<file path="config.mk">
export PLATFORM = sky130hd
export DESIGN_NAME = nic_pm_wake_mgr
export DESIGN_NICKNAME = d
export VERILOG_FILES = /design/src/rtl/nic_pmw_pkg.sv /design/src/rtl/nic_pmw_link_sync.sv /design/src/rtl/nic_pmw_func_state.sv /design/src/rtl/nic_pmw_wake.sv /design/src/rtl/nic_pm_wake_mgr.sv
export SDC_FILE = /design/constraint.sdc
export NUM_CORES = 1
export LEC_CHECK = 0
export CAP_MARGIN = 20
export CORE_AREA = 4 4 45 47
export DETAILED_ROUTE_END_ITERATION = 8
export DIE_AREA = 0 0 49 51
export GPL_ROUTABILITY_DRIVEN = 0
export GPL_TIMING_DRIVEN = 0
export MAX_ROUTING_LAYER = met4
export PLACE_DENSITY = 0.55
export SYNTH_ARGS = -nofsm -noshare
export SYNTH_HDL_FRONTEND = slang
export SYNTH_SLANG_ARGS = --single-unit
</file>
<file path="constraint.sdc">
create_clock -name clk -period 1.2 [get_ports clk]
set_input_delay 0.18 -clock clk [delete_from_list [all_inputs] [get_ports clk]]
set_output_delay 0.18 -clock clk [all_outputs]
set_load 0.02 [all_outputs]
</file>
<file path="src/rtl/nic_pmw_pkg.sv">
package nic_pmw_pkg;
   typedef enum logic [1:0] {
      PWR_D0 = 2'd0,
      PWR_D1 = 2'd1,
      PWR_D2 = 2'd2,
      PWR_D3 = 2'd3
   } pwr_state_e;

   function automatic logic is_asleep(pwr_state_e s);
      return s != PWR_D0;
   endfunction

   function automatic logic is_deep(pwr_state_e s);
      return (s == PWR_D2) || (s == PWR_D3);
   endfunction
endpackage

</file>
<file path="src/rtl/nic_pmw_link_sync.sv">
module nic_pmw_link_sync #(
   parameter int STAGES = 2
) (
   input  logic clk,
   input  logic rst_n,
   input  logic din,
   output logic dout,
   output logic toggled
);
   localparam int TOP = STAGES - 1;

   if (STAGES < 2) begin : g_bad_stages
      initial $error("nic_pmw_link_sync: STAGES must be at least 2");
   end

   logic [TOP:0] chain;
   logic         last;

   always_ff @(posedge clk or negedge rst_n) begin
      if (!rst_n) begin
         chain <= '0;
         last  <= 1'b0;
      end else begin
         chain <= {chain[TOP-1:0], din};
         last  <= chain[TOP];
      end
   end

   assign dout    = chain[TOP];
   assign toggled = chain[TOP] ^ last;
endmodule

</file>
<file path="src/rtl/nic_pmw_func_state.sv">
module nic_pmw_func_state
   import nic_pmw_pkg::*;
#(
   parameter int STATE_W = 2
) (
   input  logic               clk,
   input  logic               aux_rst_n,
   input  logic               bus_active,
   input  logic [STATE_W-1:0] req_dstate,
   input  logic               pme_en_in,
   input  logic               lp_en_in,
   output pwr_state_e         dstate,
   output logic               pme_en_q,
   output logic               lp_en_q
);
   if (STATE_W != $bits(pwr_state_e)) begin : g_bad_width
      initial $error("nic_pmw_func_state: STATE_W must match the state type");
   end

   logic was_active;

   always_ff @(posedge clk or negedge aux_rst_n) begin
      if (!aux_rst_n) begin
         was_active <= 1'b0;
         dstate     <= PWR_D0;
         pme_en_q   <= 1'b0;
         lp_en_q    <= 1'b0;
      end else begin
         was_active <= bus_active;
         if (bus_active) begin
            pme_en_q <= pme_en_in;
            lp_en_q  <= lp_en_in;
            dstate   <= was_active ? pwr_state_e'(req_dstate) : PWR_D0;
         end
      end
   end
endmodule

</file>
<file path="src/rtl/nic_pmw_wake.sv">
module nic_pmw_wake
   import nic_pmw_pkg::*;
#(
   parameter bit LINK_WAKE_EN = 1'b1
) (
   input  logic       clk,
   input  logic       aux_rst_n,
   input  logic       bus_active,
   input  pwr_state_e dstate,
   input  logic       pme_en_q,
   input  logic       lp_en_q,
   input  logic       link_s,
   input  logic       link_chg,
   input  logic       wake_pkt,
   input  logic       pme_clr,
   output logic       pme_n,
   output logic       low_power
);
   logic link_ev;
   logic wake_set;
   logic pend;

   if (LINK_WAKE_EN) begin : g_link_wake
      assign link_ev = link_chg;
   end else begin : g_no_link_wake
      assign link_ev = 1'b0;
   end

   assign wake_set = pme_en_q & is_asleep(dstate) & (wake_pkt | link_ev);

   always_ff @(posedge clk or negedge aux_rst_n) begin
      if (!aux_rst_n) begin
         pend <= 1'b0;
      end else if (!pme_en_q) begin
         pend <= 1'b0;
      end else if (wake_set) begin
         pend <= 1'b1;
      end else if (bus_active && pme_clr) begin
         pend <= 1'b0;
      end
   end

   assign pme_n     = ~(pend & pme_en_q);
   assign low_power = (is_deep(dstate) & lp_en_q & ~link_s)
                    | ((dstate == PWR_D3) & ~pme_en_q);
endmodule

</file>
<file path="src/rtl/nic_pm_wake_mgr.sv">
module nic_pm_wake_mgr
   import nic_pmw_pkg::*;
#(
   parameter int SYNC_STAGES  = 2,
   parameter bit LINK_WAKE_EN = 1'b1
) (
   input  logic       clk,
   input  logic       aux_rst_n,
   input  logic       bus_rst_n,
   input  logic       pwr_good,
   input  logic [1:0] req_dstate,
   input  logic       pme_en,
   input  logic       lp_en,
   input  logic       cfg_strobe,
   input  logic       pme_clr,
   input  logic       link_valid,
   input  logic       wake_pkt,
   output logic       bus_master_ok,
   output logic       irq_ok,
   output logic       cfg_resp_ok,
   output logic       low_power,
   output logic       pme_n
);
   localparam int STATE_W = $bits(pwr_state_e);

   logic       bus_active;
   pwr_state_e dstate;
   logic       pme_en_q;
   logic       lp_en_q;
   logic       link_s;
   logic       link_chg;
   logic       cfg_q;

   assign bus_active = bus_rst_n & pwr_good;

   nic_pmw_link_sync #(.STAGES(SYNC_STAGES)) u_sync (
      .clk    (clk),
      .rst_n  (aux_rst_n),
      .din    (link_valid),
      .dout   (link_s),
      .toggled(link_chg)
   );

   nic_pmw_func_state #(.STATE_W(STATE_W)) u_state (
      .clk       (clk),
      .aux_rst_n (aux_rst_n),
      .bus_active(bus_active),
      .req_dstate(req_dstate),
      .pme_en_in (pme_en),
      .lp_en_in  (lp_en),
      .dstate    (dstate),
      .pme_en_q  (pme_en_q),
      .lp_en_q   (lp_en_q)
   );

   nic_pmw_wake #(.LINK_WAKE_EN(LINK_WAKE_EN)) u_wake (
      .clk       (clk),
      .aux_rst_n (aux_rst_n),
      .bus_active(bus_active),
      .dstate    (dstate),
      .pme_en_q  (pme_en_q),
      .lp_en_q   (lp_en_q),
      .link_s    (link_s),
      .link_chg  (link_chg),
      .wake_pkt  (wake_pkt),
      .pme_clr   (pme_clr),
      .pme_n     (pme_n),
      .low_power (low_power)
   );

   always_ff @(posedge clk or negedge aux_rst_n) begin
      if (!aux_rst_n) cfg_q <= 1'b0;
      else            cfg_q <= bus_active & cfg_strobe;
   end

   assign cfg_resp_ok   = cfg_q;
   assign bus_master_ok = bus_active & (dstate == PWR_D0);
   assign irq_ok        = bus_active & (dstate == PWR_D0);
endmodule

</file>
After elaboration in Yosys (flattened, before gate mapping) --
Cells that the tools add are included.
Storage, ports and cells: bits of input ports 12, logic and storage cells 34, output and inout port bits 5, register bits after elaboration 10
Cells by class: eq/ne operators 3, reduce and logical (&&, ||, !) cells 4, bitwise logic cells 15, multiplexer cells 4
Operator list (count):
- 1-bit bitwise AND | 9
- 2-bit == test, second input constant | 2
- 1-bit two-way mux | 3
- 3-bit by 1-bit != test with 1-bit output, second input constant | 1
- 1-bit NOT | 3
- 2-bit zero test | 1
- 2-bit two-way mux | 1
- 1-bit bitwise OR | 2
- 2-bit nonzero test | 1
- 1-bit logical AND | 1
- 1-bit logical OR | 1
- 1-bit XOR | 1

Longest topological paths before layout --
Gate-level depths: netlist (run 1).
word-level depth 5, depth in mapped cells 3, depth with buffers taken out 3

Modules after synthesis --
A second synthesis (run 1) with hierarchy kept.
Unflattened totals: cell total of the unflattened synthesis 30, area, all modules 390.4 µm²
Modules (own cells, without submodules):
- nic_pmw_func_state | cells each 13, area each 175.2 µm², seq. area each 125.1 µm², instances 1
- nic_pmw_link_sync | cells each 4, area each 83.8 µm², seq. area each 75.1 µm², instances 1
- nic_pmw_wake | cells each 8, area each 73.8 µm², seq. area each 25.0 µm², instances 1
- nic_pm_wake_mgr | cells each 5, area each 57.6 µm², seq. area each 25.0 µm², instances 1

Worst setup path after synthesis (run 1) --
Ideal clock, no wire load.
path kind register to output, from register u_state.dstate[0], to output irq_ok, required time 1.020 ns, stages on the path, launching flop included 3, path slack -0.170 ns, data arrival time 1.190 ns, buffers on the path 1, path through dfrtp_1 > nor3_1 > buf_4
Between the ends: word-level cells in the longest chain between the ends 2
Ends and longest elaborated chain:
- from (decl) | RTL line nic_pmw_func_state.sv:12 | output pwr_state_e dstate,
- from (signal assigned) | RTL line nic_pmw_func_state.sv:33 | dstate <= was_active ? pwr_state_e'(req_dstate) : PWR_D0;
- 2-bit zero test
- 1-bit bitwise AND
- to (decl) | RTL line nic_pm_wake_mgr.sv:19 | output logic irq_ok,
No other way between the ends.

Worst setup path after layout (run 1) --
from register u_state.pme_en_q, to output low_power
Between the ends: word-level cells in the longest chain between the ends 3
Ends and longest elaborated chain:
- from (decl) | RTL line nic_pmw_func_state.sv:13 | output logic pme_en_q,
- from (signal assigned) | RTL line nic_pmw_func_state.sv:31 | pme_en_q <= pme_en_in;
- 1-bit NOT | RTL line nic_pmw_wake.sv:45 | | ((dstate == PWR_D3) & ~pme_en_q);
- 1-bit bitwise AND | RTL line nic_pmw_wake.sv:45
- 1-bit bitwise OR | RTL line nic_pmw_wake.sv:45
- to (decl) | RTL line nic_pm_wake_mgr.sv:21 | output logic low_power,
No other way between the ends.

==> impl_metrics.ini, run 1 <==
[route]
final_antenna_net_count = 0
viasPerCell = 4.19
drt_pre_antenna_iters = 1
vias = 302
wire_per_inst_um = 11.2
drtIter0Drc = 0
routed_wl_um = 804
drc = 0

[critical_path]
worstSetupPathType = reg -> out
crit_arrival_ns = 1.10
start_kind = register
end_kind = output port
cp_max_fo = 3
worstPathRequired_ns = 1.02

[yosys]
yosysUniqueCellTypes = 15
ys_seq_elements = 10
syn_nets = 44
ys_seq_area_share_pct = 65.4
synth_top_cell_by_area = dfrtp_1
synth_cells = 32
synth.top_cell.area_share_pct = 65.4
syn_area_um2 = 383
synth_warnings = 0
synthTopCellsByArea = dfrtp_1 (65%), o21ai_0 (5.2%), and3_2 (3.9%)
synth_area_per_cell_um2 = 12.0

[cells_and_area]
final_common_cell = dfrtp_1
final_cell_mix = dfrtp_1 (10), clkdlybuf4s50_1 (9), buf_4 (5), o21ai_0 (4)
nFillCells = 176
final_nets = 68
drive_above_1_share_pct = 36.4
syn_to_final_growth_pct = 64.1
diodes = 0
final_cells = 72

[floorplan]
die_y_um = 51
core_area_um2 = 1650
die_area_um2 = 2500
core.rowCount = 15
start_util_pct = 23.2
ioPinCount = 17
die_width_um = 49

[global_routing]
track_usage_pct = 7.15
grt_overflow = 0
grt_max_degree = 11
grt_pass1_vias = 301
grt_antenna_before_repair = 0
grt_pass1_wl_um = 1260

[sta]
slew_headroom_pct = 70.8
report.final.slew_viol_count = 0
clock_skew_ns = 0.00404
hold_viol = 0
fmax_mhz = 781
setup_viol = 2
post-route-min-period_ns = 1.28
fin_tns_setup_ns = -0.125
fin_crit_sh_pct = 107
rsz0062_at_grt = yes
worst_pin_slew_ns = 0.437
setup_slack_ns = -0.0797

[clock_tree]
cts_tree = yes
clk_path_buf_depth = 2
cts-buffers-inserted = 3
cts-root-buf = clkbuf_4
cts.sinks = 10
htree_levels = 1
hold_buffers = 0
clk_latency_ns = 0.26
clk_pin_slew_worst_paths_ns = 0.07

[outcome]
status = finished with violations
violations = negative setup slack

[power]
power_density_nw_per_um2 = 1310
vdd_drop_max_uv = 535
p_leak_nw = 0.302

[run]
max-cap-violations = 0

[placed_design]
pre_cts_ws_ns = -0.704
numPortBuffers = 16
dp_cells = 65

[hold_path]
holdCritPathClass = in -> async
==> cells in the mapped netlist <==
cell,number
and2_1,1
and3_2,2
buf_4,1
dfrtp_1,10
inv_1,3
mux2_4,1
nand2_1,3
nand2_2,1
nand3_1,1
nand4_1,1
nor3_1,1
o21ai_0,4
o221ai_1,1
o22ai_1,1
xor2_1,1
==> layer usage <==
metal	wire (µm)	global-route usage, %	up-vias
met4	0	1.35	0
li1	-	-	157
met2	333	10.9	19
met1	350	6.86	126
met3	120	6.41	0
met5	0	-	-
==> power breakdown <==
group	switching [mW]	leakage [nW]	internal, mW
combinational	0.0593	0.155	0.0818
sequential	0.0161	0.126	0.365
clock	0.114	0.0210	0.184
==> registers in the layout (all words and copies together) (netlist names) <==
register,cells
u_state.dstate,2
u_state.was_active,1
u_state.lp_en_q,1
u_sync.chain,2
u_state.pme_en_q,1
u_sync.last,1
u_wake.pend,1
cfg_resp_ok,1
==> logic make-up after synthesis <==
family | after synthesis | share of synthesized area, %
DFF | 10 | 65.4
xor gates and xnor gates | 1 | 2.29
and+or+nand+nor | 10 | 14.4
AOI/OAI and AO/OA | 6 | 9.15
buffers and inverters | 4 | 4.90
muxes | 1 | 3.92
==> timing repair <==
item | in CTS | in global routing
resized for setup | 24 | 3
setup buffers | 3 | 0
setup endpoints to repair | 5 | 3
pin swaps | 3 | 1
==> path summary, 6_finish.rpt <==
kind / startpoint / endpoint / slack, ns / depth (start not counted)
max: u_state.pme_en_q / low_power / -0.08 / 3
min: aux_rst_n / u_state.pme_en_q / 0.22 / 1
max reg2reg: u_state.dstate[0] / u_wake.pend / 0.23 / 3
min reg2reg: u_sync.chain[0] / u_sync.chain[1] / 0.35 / 0
max in group asynchronous: aux_rst_n / u_state.was_active / 0.67 / 1
min in group clk: u_sync.chain[0] / u_sync.chain[1] / 0.35 / 0
==> through the flow <==
stage	hold slack [ns]	instance area, µm²	power [mW]	util (%)
floorplan	-0.116	388	0.438	-
global placement	0.334	569	0.512	34.5
detailed placement	0.336	569	0.514	34.5
CTS	0.238	616	0.828	37.3
global route	0.253	628	0.866	38.0
finish	0.223	628	0.820	38.0
==> layout make-up <==
cell class	instances	area, µm²	share of cell area [%]
sequential	10	250	39.8
timing repair buffer	19	174	27.7
multi-input combinational	18	128	20.3
clock buffer	4	36.3	5.78
tap	17	21.3	3.39
inverter	3	11.3	1.79
buffer	1	7.51	1.20
==> worst max-delay path, stage by stage (launching register included) <==
cell     delay [ns]
dfrtp_1        0.41
o22ai_2        0.17
and2_4         0.15
buf_6          0.10
No activity file was read; power rests on OpenSTA's default activity.
==> run 2: changes to the inputs <==
CORE_AREA = 2 2 43 45   (was 4 4 45 47)
DIE_AREA = 0 0 45 47   (was 0 0 49 51)
TNS_END_PERCENT = 1   (was default)
clock period = 1.45 ns   (was 1.2 ns; I/O delays follow)
==> run 2 against run 1 <==
The run now ends clean. Sequential share of layout area grew 3.1 points. Clock power shrank 39%. Non-clock buffer count shrank 2. First-iteration DRC count is the same. Worst hold slack gained 0.048 ns. Register-to-register slack gained 0.29 ns. Cell area shrank 7.2%. Setup slack gained 0.14 ns. Combinational power shrank 31%. Wire length shrank 8.5%. Cell count shrank 4.2%. Largest cell class unchanged.
==> impl_metrics.ini, run 2 (synthesis gave the netlist of run 1 again) <==
[outcome]
status = finished, final reports clean

[global_routing]
grt_max_degree = 11
grt_overflow = 0
grt_pass1_wl_um = 1150
grt_antenna_before_repair = 0
grt_pass1_vias = 266
track_usage_pct = 8.49

[sta]
clock_skew_ns = 0.00614
slew_headroom_pct = 69.7
setup_viol = 0
fin_crit_sh_pct = 95.6
post-route-min-period_ns = 1.39
hold_viol = 0
fmax_mhz = 721
rsz0062_at_grt = no
worst_pin_slew_ns = 0.453
report.final.slew_viol_count = 0

[cells_and_area]
regArea_um2 = 250
nFillCells = 193
syn_to_final_growth_pct = 52.3
final_cell_mix = dfrtp_1 (10), clkdlybuf4s50_1 (10), o21ai_0 (4)
diodes = 0
final_nets = 66
drive_above_1_share_pct = 25.0
post-route-util_pct = 35.3
finalInstanceArea_um2 = 583
multi_input_area_um2 = 119
top_regs = u_state.dstate x2, u_sync.chain x2

[placed_design]
numPortBuffers = 16
placed_cell_area_um2 = 564
hpwl_um = 567

[clock_tree]
cts.sinks = 10
cts-buffers-inserted = 3
clk_pin_slew_worst_paths_ns = 0.06
cts_tree = yes
htree_levels = 1
clk_latency_ns = 0.26
cts-root-buf = clkbuf_4
clk_path_buf_depth = 2
hold_buffers = 0

[critical_path]
critPathSlowestCell = clkdlybuf4s50_1
crit_arrival_ns = 1.17
worstPathRequired_ns = 1.23
max_stage_delay_ns = 0.59
crit_cells = 1
worstSetupEndpoint = cfg_resp_ok
crit_chain = clkdlybuf4s50_1
reg2regPathDepth = 3
crit_buf_inv = 1
regToRegStartpoint = u_state.dstate[0]
cp_max_fo = 1
ff2ff_setup_slack_ns = 0.52
start_kind = register
end_kind = output port
timing.rr.end = u_wake.pend
worstSetupPathType = reg -> out
path_delay_family = buffers and inverters
critPathLaunch = cfg_resp_ok

[route]
routed_wl_um = 736
wire_per_inst_um = 10.7
final_antenna_net_count = 0
drt_pre_antenna_iters = 1
viasPerCell = 4.16
vias = 287
drc = 0
drtIter0Drc = 0

[floorplan]
start_util_pct = 23.2
ioPinCount = 17
die_width_um = 45
core.rowCount = 15
core_area_um2 = 1650
die_y_um = 47
die_area_um2 = 2120

[power]
vdd_drop_max_uv = 365
power_density_nw_per_um2 = 1020
p_leak_nw = 0.275

[run]
max-cap-violations = 0

[hold_path]
holdCritPathClass = in -> async
-- run 2: stage by stage --
stage,setup slack [ns],total power [mW],hold WS (ns),setup TNS [ns],std cells
6_report,0.0632,0.597,0.272,0,69
5_1_grt,0.0192,0.631,0.313,0,69
3_5_place_dp,-0.611,0.424,0.335,-1.20,65
4_1_cts,-0.00953,0.603,0.289,-0.00953,68
3_3_place_gp,-0.594,0.422,0.335,-1.16,65
2_1_floorplan,0.0422,0.361,-0.0781,0,32
-- run 2: layout make-up --
cell class	count	share of cell area, %
flip-flops and latches	10	42.9
repair buffers	17	26.0
multi-input cells	18	20.4
clock buffers	3	3.86
well taps	17	3.65
inverters	3	1.93
plain buffers	1	1.29
-- run 2: worst min path at each step --
| stage | endpoint | slack (ns) | cells past startpoint |
|---|---|---|---|
| global placement | u_sync.chain[1] | 0.33 | 0 |
| CTS | u_wake.pend | 0.29 | 1 |
| detailed placement | u_sync.chain[1] | 0.33 | 0 |
| floorplan | cfg_resp_ok | -0.08 | 0 |
| finish | u_wake.pend | 0.27 | 1 |
| global route | u_wake.pend | 0.31 | 1 |
-- run 2: where the power goes --
group	switching (mW)	internal (mW)
registers	0.0149	0.302
logic	0.0416	0.0558
clock network	0.0876	0.0955
-- run 2: metal layers --
layer	vias to the layer above	part of all wire (%)	GRT usage, %
met3	2	12	3.85
met5	-	0	-
met2	15	41	11.4
met4	0	0.54	7.06
met1	118	46	9.50
li1	152	-	-
-- run 2: timing repair --
action,4_1_cts,5_1_grt
endpoints found under the hold margin,0,0
gates resized for setup,12,3
pin swaps,1,0
endpoints found under the setup margin,4,2
buffers inserted,0,1
